`src/rtl/uart_regif_pkg.sv`:
```
// Shared constants and types for the serial port register block.
// Assumes fixed 8N1 framing; only the bit length is programmable.
package uart_regif_pkg;
    localparam int DATA_BITS  = 8;
    localparam int FRAME_BITS = DATA_BITS + 2;
    localparam int BUS_W      = 32;
    localparam int LANES      = BUS_W / 8;

    typedef enum logic [1:0] {
        RX_IDLE  = 2'd0,
        RX_START = 2'd1,
        RX_DATA  = 2'd2,
        RX_STOP  = 2'd3
    } rx_state_t;
endpackage

```
`src/rtl/uart_tx_engine.sv`:
```
// Serializer: sends one 8N1 frame per start pulse.
// Assumes start is only raised while busy is low. The first bit is driven
// from the edge that sees start. busy stays high for FRAME_BITS*div cycles.
module uart_tx_engine
    import uart_regif_pkg::*;
#(
    parameter int DIV_W = 32
) (
    input  logic                 clk,
    input  logic                 rst_n,
    input  logic [DIV_W-1:0]     div,
    input  logic                 start,
    input  logic [DATA_BITS-1:0] data,
    output logic                 tx,
    output logic                 busy
);
    localparam int CNT_BITS_W = $clog2(FRAME_BITS);

    logic [FRAME_BITS-1:0] shreg;
    logic [DIV_W-1:0]      cnt;
    logic [CNT_BITS_W-1:0] left;
    logic [DIV_W-1:0]      eff_div;

    // Purpose: a divider of zero acts as one clock per bit.
    always_comb eff_div = (div == '0) ? DIV_W'(1) : div;

    // Purpose: load, time and shift the frame one bit per divider period.
    always_ff @(posedge clk) begin
        if (!rst_n) begin
            shreg <= '1;
            cnt   <= '0;
            left  <= '0;
            busy  <= 1'b0;
        end else if (start && !busy) begin
            shreg <= {1'b1, data, 1'b0};
            cnt   <= eff_div - 1'b1;
            left  <= CNT_BITS_W'(FRAME_BITS - 1);
            busy  <= 1'b1;
        end else if (busy) begin
            if (cnt == '0) begin
                if (left == '0) begin
                    busy <= 1'b0;
                end else begin
                    shreg <= {1'b1, shreg[FRAME_BITS-1:1]};
                    left  <= left - 1'b1;
                    cnt   <= eff_div - 1'b1;
                end
            end else begin
                cnt <= cnt - 1'b1;
            end
        end
    end

    assign tx = shreg[0];
endmodule

```
`src/rtl/uart_rx_engine.sv`:
```
// Deserializer: finds a start bit on a falling line edge, samples each bit
// near its middle, and gives a one-cycle valid pulse for a frame whose stop
// bit is high. Assumes the line idles high; a two-flop synchronizer is used.
module uart_rx_engine
    import uart_regif_pkg::*;
#(
    parameter int DIV_W = 32
) (
    input  logic                 clk,
    input  logic                 rst_n,
    input  logic [DIV_W-1:0]     div,
    input  logic                 rx,
    output logic                 valid,
    output logic [DATA_BITS-1:0] data
);
    localparam int IDX_W = $clog2(DATA_BITS);

    rx_state_t        st;
    logic             rx_m, rx_s, rx_prev;
    logic [DIV_W-1:0] cnt;
    logic [IDX_W-1:0] idx;
    logic [DIV_W-1:0] eff_div;

    // Purpose: a divider of zero acts as one clock per bit.
    always_comb eff_div = (div == '0) ? DIV_W'(1) : div;

    // Purpose: bring the line into the clock domain and keep one old sample.
    always_ff @(posedge clk) begin
        if (!rst_n) begin
            rx_m    <= 1'b1;
            rx_s    <= 1'b1;
            rx_prev <= 1'b1;
        end else begin
            rx_m    <= rx;
            rx_s    <= rx_m;
            rx_prev <= rx_s;
        end
    end

    // Purpose: frame state machine with mid-bit sampling.
    always_ff @(posedge clk) begin
        if (!rst_n) begin
            st    <= RX_IDLE;
            cnt   <= '0;
            idx   <= '0;
            data  <= '0;
            valid <= 1'b0;
        end else begin
            valid <= 1'b0;
            case (st)
                RX_IDLE: begin
                    if (rx_prev && !rx_s) begin
                        st  <= RX_START;
                        cnt <= eff_div >> 1;
                    end
                end
                RX_START: begin
                    if (cnt == '0) begin
                        if (!rx_s) begin
                            st  <= RX_DATA;
                            cnt <= eff_div - 1'b1;
                            idx <= '0;
                        end else begin
                            st <= RX_IDLE;
                        end
                    end else begin
                        cnt <= cnt - 1'b1;
                    end
                end
                RX_DATA: begin
                    if (cnt == '0) begin
                        data <= {rx_s, data[DATA_BITS-1:1]};
                        cnt  <= eff_div - 1'b1;
                        if (idx == IDX_W'(DATA_BITS - 1)) st <= RX_STOP;
                        else idx <= idx + 1'b1;
                    end else begin
                        cnt <= cnt - 1'b1;
                    end
                end
                default: begin
                    if (cnt == '0) begin
                        valid <= rx_s;
                        st    <= RX_IDLE;
                    end else begin
                        cnt <= cnt - 1'b1;
                    end
                end
            endcase
        end
    end
endmodule

```
`src/rtl/uart_regif.sv`:
```
// Bus-facing register block: divider word and combined data port.
// Assumes the master holds a request steady until bus_ready; an all-zero
// bus_wstrb marks a load. Ready is combinational from the request.
module uart_regif
    import uart_regif_pkg::*;
#(
    parameter logic [BUS_W-1:0] DIV_ADDR  = 32'h0200_0004,
    parameter logic [BUS_W-1:0] DATA_ADDR = 32'h0200_0008,
    parameter int               DIV_RESET = 1
) (
    input  logic             clk,
    input  logic             rst_n,
    input  logic             bus_valid,
    input  logic [BUS_W-1:0] bus_addr,
    input  logic [LANES-1:0] bus_wstrb,
    input  logic [BUS_W-1:0] bus_wdata,
    output logic [BUS_W-1:0] bus_rdata,
    output logic             bus_ready,
    output logic             uart_tx,
    input  logic             uart_rx
);
    logic [BUS_W-1:0]     div_q;
    logic                 hit_div, hit_data, is_wr;
    logic                 tx_busy, tx_start, rd_take;
    logic                 rx_valid, rx_full;
    logic [DATA_BITS-1:0] rx_byte, rx_hold;

    // Purpose: address decode and access kind.
    always_comb begin
        hit_div  = bus_valid && (bus_addr == DIV_ADDR);
        hit_data = bus_valid && (bus_addr == DATA_ADDR);
        is_wr    = |bus_wstrb;
        tx_start = hit_data && is_wr && !tx_busy;
        rd_take  = hit_data && !is_wr;
    end

    // Purpose: handshake, with data-port stores held off while sending.
    always_comb bus_ready = hit_div || (hit_data && !(is_wr && tx_busy));

    // Purpose: load data mux; empty receive buffer reads as all ones.
    always_comb begin
        if (hit_div)      bus_rdata = div_q;
        else if (!rx_full) bus_rdata = '1;
        else              bus_rdata = {{(BUS_W-DATA_BITS){1'b0}}, rx_hold};
    end

    // Purpose: divider register, one flop group per byte lane.
    for (genvar g = 0; g < LANES; g++) begin : g_div_lane
        always_ff @(posedge clk) begin
            if (!rst_n)
                div_q[8*g +: 8] <= 8'(DIV_RESET >> (8*g));
            else if (hit_div && bus_wstrb[g])
                div_q[8*g +: 8] <= bus_wdata[8*g +: 8];
        end
    end

    // Purpose: single-entry receive buffer; a new byte wins over a load.
    always_ff @(posedge clk) begin
        if (!rst_n) begin
            rx_full <= 1'b0;
            rx_hold <= '0;
        end else if (rx_valid) begin
            rx_full <= 1'b1;
            rx_hold <= rx_byte;
        end else if (rd_take) begin
            rx_full <= 1'b0;
        end
    end

    uart_tx_engine #(.DIV_W(BUS_W)) u_tx (
        .clk   (clk),
        .rst_n (rst_n),
        .div   (div_q),
        .start (tx_start),
        .data  (bus_wdata[DATA_BITS-1:0]),
        .tx    (uart_tx),
        .busy  (tx_busy)
    );

    uart_rx_engine #(.DIV_W(BUS_W)) u_rx (
        .clk   (clk),
        .rst_n (rst_n),
        .div   (div_q),
        .rx    (uart_rx),
        .valid (rx_valid),
        .data  (rx_byte)
    );
endmodule

```
`config.mk`:
```
export PLATFORM = sky130hd
export DESIGN_NAME = uart_regif
export DESIGN_NICKNAME = d
export VERILOG_FILES = /design/src/rtl/uart_regif_pkg.sv /design/src/rtl/uart_tx_engine.sv /design/src/rtl/uart_rx_engine.sv /design/src/rtl/uart_regif.sv
export SDC_FILE = /design/constraint.sdc
export NUM_CORES = 1
export LEC_CHECK = 0
export ABC_AREA = 1
export BUFFER_PORTS_ARGS = -buffer_cell sky130_fd_sc_hd__buf_2
export CAP_MARGIN = 20
export CELL_PAD_IN_SITES_DETAIL_PLACEMENT = 1
export CELL_PAD_IN_SITES_GLOBAL_PLACEMENT = 1
export CORE_ASPECT_RATIO = 0.75
export CORE_MARGIN = 2
export CORE_UTILIZATION = 38
export CTS_CLUSTER_DIAMETER = 120
export DETAILED_ROUTE_END_ITERATION = 10
export GPL_TIMING_DRIVEN = 0
export PLACE_DENSITY = 0.81
export SYNTH_ARGS = -nofsm -noshare
export SYNTH_HDL_FRONTEND = slang
export SYNTH_HIERARCHICAL = 1
export SYNTH_SLANG_ARGS = --single-unit
export TNS_END_PERCENT = 50
```
`constraint.sdc`:
```
create_clock -name clk -period 2.2 [get_ports clk]
set_input_delay 0.11 -clock clk [delete_from_list [all_inputs] [get_ports clk]]
set_output_delay 0.11 -clock clk [all_outputs]
set_load 0.02 [all_outputs]
```
# Yosys cells after proc, flatten, opt, wreduce, memory -nomap -nowiden
# Index checks and enable logic that the tools add are counted.
[word_totals]
register_bits = 136
elab_cells = 119
out_inout_bits = 34
inputBits = 72
[op_classes]
reduce_logical = 38
muxes = 39
eq_ne = 15
bitwise = 3
n_addsub = 5
[ops]
columns = ["cell", "count"]
rows = [
  ["$mux W32", 12],
  ["$logic_not A32 Y1", 3],
  ["$pmux W32 S3", 1],
  ["$sub A32 B1 Y32 const B", 3],
  ["$eq A32 B26 Y1 const B", 2],
  ["$mux W9", 4],
  ["$mux W4", 4],
  ["$logic_and A1 B1 Y1", 13],
  ["$mux W2", 6],
  ["$mux W3", 4],
  ["$ne A2 B1 Y1 const B", 5],
  ["$reduce_and A5 Y1", 2],
  ["$reduce_bool A2 Y1", 5],
  ["$reduce_and A3 Y1", 3],
  ["$mux W1", 6],
  ["$pmux W2 S3", 1],
  ["$pmux W3 S2", 1],
  ["$reduce_or A5 Y1", 1],
  ["$logic_not A1 Y1", 4],
  ["$logic_not A4 Y1", 1],
  ["$ne A2 B2 Y1 const B", 2],
  ["$ne A4 B4 Y1 const B", 1],
  ["$reduce_and A2 Y1", 2],
  ["$reduce_or A4 Y1", 1],
  ["other kinds (11)", 13],
]

# Logic depth before layout (Yosys ltp)
[depth]
word_depth = 7
mapped_depth = 22
ltp_nobuf = 22

# By module
# The synthesis kept the hierarchy.
[by_module_without_submodules]
columns = ["mod", "instances", "cells_each", "seq_area_each_um2", "area_each_um2"]
rows = [
  ["uart_rx_engine", 1, 757, 980.9, 4521.8],
  ["uart_tx_engine", 1, 651, 920.9, 3731.1],
  ["uart_regif", 1, 367, 820.8, 2270.9],
]

# Worst setup path before layout
# No wires, ideal clock.
[synth_path]
kind = "reg-to-reg"
start = "reg div_q[14]"
end = "reg u_rx.cnt[28]"
path_slack_ns = -0.224
synth_period_minus_slack_ns = 2.424
arrival_ns = 2.290
path_buffers = 0
t_required_ns = 2.066
setup_ns = 0.134
stages_incl_launch_ff = 21
cell_sequence = "dfxtp_1 > nor2_1 > nand2_1 > nor2_1 > nand2_1 > inv_1 > nand2_1 > nand2_1 > inv_1 > ha_1 > nand2_1 > nor2_2 > nand2_1 > nor2_4 > nand2_1 > nor2_1 > o21ai_0 > o21ai_1 > o211ai_1 > nand2_1 > a21oi_1"
[synth_between]
elab_chain_cells = 6
elab_cells_between_ends = 8
cone_classes = "add/sub: 1; mux: 6; reduce/logical: 1"
[synth_rtl]
columns = ["element", "line_no", "rtl"]
rows = [
  ["from (decl)", "uart_regif.sv:22", "logic [BUS_W-1:0] div_q;"],
  ["from (signal, indexed assignment)", "uart_regif.sv:51", "div_q[8*g +: 8] <= 8'(DIV_RESET >> (8*g));"],
  ["from (signal, indexed assignment)", "uart_regif.sv:53", "div_q[8*g +: 8] <= bus_wdata[8*g +: 8];"],
  ["$logic_not A32 Y1", "uart_rx_engine.sv:25", "always_comb eff_div = (div == '0) ? DIV_W'(1) : div;"],
  ["$mux W32 *", "uart_rx_engine.sv:25", ""],
  ["$sub A32 B1 Y32", "uart_rx_engine.sv:61, uart_rx_engine.sv:73", ""],
  ["$mux W32", "uart_rx_engine.sv:59", "if (!rx_s) begin"],
  ["$mux W32", "uart_rx_engine.sv:58", "if (cnt == '0) begin"],
  ["$pmux W32 S3 *", "uart_rx_engine.sv:50", "case (st)"],
  ["to (signal assigned)", "uart_rx_engine.sv:54", "cnt <= eff_div >> 1;"],
  ["to (signal assigned)", "uart_rx_engine.sv:61", "cnt <= eff_div - 1'b1;"],
  ["to (signal assigned)", "uart_rx_engine.sv:73", "cnt <= eff_div - 1'b1;"],
  ["to (decl)", "uart_rx_engine.sv:20", "logic [DIV_W-1:0] cnt;"],
]
# Every way passes the cells marked *; elsewhere a longest branch is shown, timed or not. The select of a mux whose other input is x is not followed.
# A chain may end at the register's enable or synchronous reset.

# Worst setup path in the final report
[layout_path]
start = "reg div_q[6]"
end = "reg u_rx.cnt[28]"
# The elaborated chain is that of the path after synthesis.

==> metrics.md <==
| Metric | Value |
|---|---|
| Status | complete, but fails checks |
| Failing checks | DRC, hold timing, setup timing |
| First-pass GRT wire length | approximately 75000 um |
| Dominant synthesized flop cell | dfxtp_1 |
| Final Skew | ~0.015 ns |
| IO Port Bufs | between 100 and 150 |
| Psw | roughly 6.7 mW |
| Die Y | ~150 um |
| Ys async rst share | 0% |
| Synthesis-to-finish area growth | 39.0% |
| Vias | between 10000 and 15000 |
| Reg area | 2850 um^2 |
| Placer Congestion | approximately 0.92 |
| Antenna cells | 0 |
| Endpoints failing setup | 61 |
| Avg Synthesized Cell Area | 5.93 um^2 |
| Power Dens Cells | between 900 and 1000 nW/um^2 |
| # rows | between 50 and 60 |
| Initial antenna violation count | 1 |
| Max Cap Violations | 0 |
| CP bufs+invs | 2 |
| Cell area after synthesis | 10500 um^2 |
| Largest net degree at the start of global routing | 17 |
| Fin Setup TNS | -12.10 ns |
| Post-DP HPWL | approximately 33000 um |
| Initial core utilization | between 30% and 40% |
| Worst Path Arrival | between 3 and 4 ns |
| P_leak | 7.25 nW |
| Fin. max-slew vios | 0 |
| Hold Path Class | input port to flip-flop |
| Kind of critical path | flip-flop to flip-flop |
| Overall power | ~14 mW |
| Final #Nets | between 2000 and 2500 |
| Horiz. Die Dim | around 200 um |
| Min Tclk post-route | between 2 and 3 ns |
| Clk pwr share | between 20% and 30% |
| # IOs | between 100 and 150 |
| CTS Root Cell | clkbuf_16 |
| Vias in the first global route | 13700 |
| CP endpoint kind | flip-flop |
| Wirelength per Cell | 22.9 um |
| Post-synth EDFFs | 0 |
| Power Internal | 6.99 mW |
| H-tree depth | 4 |
| CP required | between 2 and 3 ns |
| GRT overflow | 0 |
| Final worst-path cycle share | 123% |
| CTS tree | built |
| Net Count, Synth | roughly 1900 |
| Worst setup slack after layout | -0.503 ns |
| Slowest cell delay on critical path | about 0.4 ns |
| Sw frac | approximately half |
| Fin Hold WS | -0.00247 ns |
| DIE AREA | slightly below 30000 um^2 |
| Clk buf depth | 2 |
| Count of distinct cell types in the synthesized netlist | 57 |
| DR vias/cell | about 6 |
| CP top delay family | simple AND/OR/NAND/NOR gates |
| Fin. Hold Viols | 1 |
| Clock Latency Late Sink | 0.46 ns |
| Drc violations | 1 |
| Footprint of the multi-input gates | around 7300 um^2 |
| Fillers | 3631 |
| Total GRT Usage | 33.3% |
| Sequential area share after synthesis | between 20% and 30% |
| DRT iter0 DRCs | around 1600 |
| DP Area | roughly 12000 um^2 |
| Crit-path cells | nor2_1 -> nand2_2 -> nor2_1 -> nand2_1 -> inv_1 -> nand2_2 -> nand2_4 -> inv_4 -> ha_4 -> nand2_4 -> nor2_4 -> nand2_4 -> nor2_4 -> nand2_4 -> nor2_1 -> o21ai_1 -> o21ai_1 -> o211ai_1 -> nand2_1 -> a21oi_1 |
| Share of cells above drive strength 1 | 29.1% |
| Clock sink count | roughly 140 |
| Crit-path slowest cell | dfxtp_4 |
| Design area | 14600 um^2 |
| Total Wirelength | between 50000 and 60000 um |
| Max Clk Rate | between 0.3 and 0.4 GHz |
| Maximum VDD drop | 0.591 mV |
| Worst slack, placed | -1.00 ns |
| Slew at the pin with the worst max-slew slack | between 0.7 and 0.8 ns |
| Part of the power in registers | about a fifth |
| Core box area | around 27000 um^2 |
| Slew margin rel. | about 50% |
| Total CTS buffers | 17 |
| Post-route ant nets | 0 |
| Post-Synthesis Cells | 1775 |
| Clk slew on worst S/H paths | around 0.080 ns |
| Yosys reg bits | 136 |
| Setup crit start kind | flip-flop |
| Worst-path maximum fanout | 5 |
| Crit path top cell by count | nand2_4 |
| Drt pass-1 iters | 11 |
| Comb pwr share | 56.5% |
| RSZ-0062 raised after global routing | yes |
| YS warnings | 6 |
[per-layer routing]
layer	track usage [%]	part of all wire [%]
met5	0	0.028
met4	11.3	4.9
met3	7.76	11
met2	53.3	45
met1	44.2	39
[stage by stage]
step / utilization (%) / std cells
6_report: 53.9 / 2451
3_3_place_gp: 42.6 / 2231
4_1_cts: 50.0 / 2386
5_1_grt: 53.9 / 2451
3_5_place_dp: 42.6 / 2231
2_1_floorplan: - / 1775
[timing repair]
item / 4_1_cts / 5_1_grt
pin swaps: 38 / 91
setup endpoints to repair: 70 / 77
hold endpoints to repair: 39 / 0
gates resized for setup: 137 / 171
hold buffers: 32 / 0
setup buffers: 92 / 69
[power by group through the flow]
stage / Sequential (mW) / Clock [mW] / Combinational, mW
after floorplan: 2.81 / 0 / 4.19
after global placement: 2.86 / 0 / 5.67
after detailed placement: 2.87 / 0 / 5.88
after CTS: 2.78 / 3.14 / 6.49
after global routing: 2.82 / 3.26 / 8.10
final: 2.81 / 3.15 / 7.74
[area by class of cell]
| class | instances | share of cell area [%] |
|---|---|---|
| Multi-Input combinational cell | 1341 | 49.8 |
| Sequential cell | 136 | 19.5 |
| Timing Repair Buffer | 294 | 14.2 |
| Inverter | 246 | 6.58 |
| Clock buffer | 18 | 3.08 |
| Tap cell | 351 | 3.00 |
| Buffer | 51 | 2.69 |
| Clock inverter | 14 | 1.17 |
[path summary, 6_finish.rpt]
path | start | end | slack, ns | depth (start not counted)
min | bus_wdata[17] | div_q[17]$_SDFFE_PN0P_ | -0.002 | 3
max | div_q[6]$_SDFFE_PN0P_ | u_rx/cnt[28]$_SDFFE_PN0P_ | -0.50 | 20
min reg2reg | u_rx/rx_m$_SDFF_PN1_ | u_rx/rx_s$_SDFF_PN1_ | 0.41 | 1
max reg2reg | div_q[6]$_SDFFE_PN0P_ | u_rx/cnt[28]$_SDFFE_PN0P_ | -0.50 | 20
[state kept, by name, summed over array words and instances (netlist names), 3 cells and up]
| signal | flops |
|---|---|
| div_q | 32 |
| u_rx/cnt | 32 |
| u_tx/cnt | 32 |
| u_tx/shreg | 9 |
| rx_hold | 8 |
| u_rx/data | 8 |
| u_tx/left | 4 |
| u_rx/idx | 3 |
[logic make-up after synthesis]
| kind of cell | count (synthesis) | synth area share [%] |
|---|---|---|
| buffers and inverters | 298 | 12.4 |
| flip-flops | 136 | 25.9 |
| XOR/XNOR | 45 | 3.75 |
| AND/OR/NAND/NOR | 996 | 41.7 |
| AO/OA/AOI/OAI | 288 | 14.9 |
| adder cells (fa/ha/maj) | 12 | 1.43 |
[layout by cell type, fill, tap and decap left out, types with 10 or more instances in the layout]
cell type      instances
inv_2                 20
clkbuf_16             18
dlygate4sd3_1         32
nand2_1              385
buf_2                113
nor2_4                42
nand3_1              110
nand2_2               48
nand3_2               11
dfxtp_1              102
nor3_1                13
xnor2_1               12
nand2_4               17
buf_6                 18
nor2_1               276
a21oi_2               10
inv_1                210
inv_4                 12
nor2_2                29
buf_4                155
xor2_1                29
dfxtp_4               32
o21ai_1               55
a21oi_1               92
o211ai_1              11
nand4_1               16
o21ai_0               80
[worst min-delay path: cells and delay by family]
kind          cells  cell delay [ns]
simple gates      2             0.18
buf+inv           1             0.12
[synthesized netlist by cell type (11+ instances only)]
cell | n | area (um^2)
a21oi_1 | 101 | 505
clkbuf_1 | 16 | 60.1
dfxtp_1 | 136 | 2720
ha_1 | 12 | 150
inv_1 | 234 | 878
nand2_1 | 431 | 1620
nand2_2 | 14 | 87.6
nand3_1 | 123 | 616
nand4_1 | 16 | 100
nor2_1 | 325 | 1220
nor2_4 | 14 | 158
nor3_1 | 19 | 95.1
o211ai_1 | 11 | 82.6
o21ai_0 | 99 | 495
o21ai_1 | 44 | 220
xnor2_1 | 13 | 114
xor2_1 | 32 | 280
Note: power is estimated with default switching activity, not from simulation.
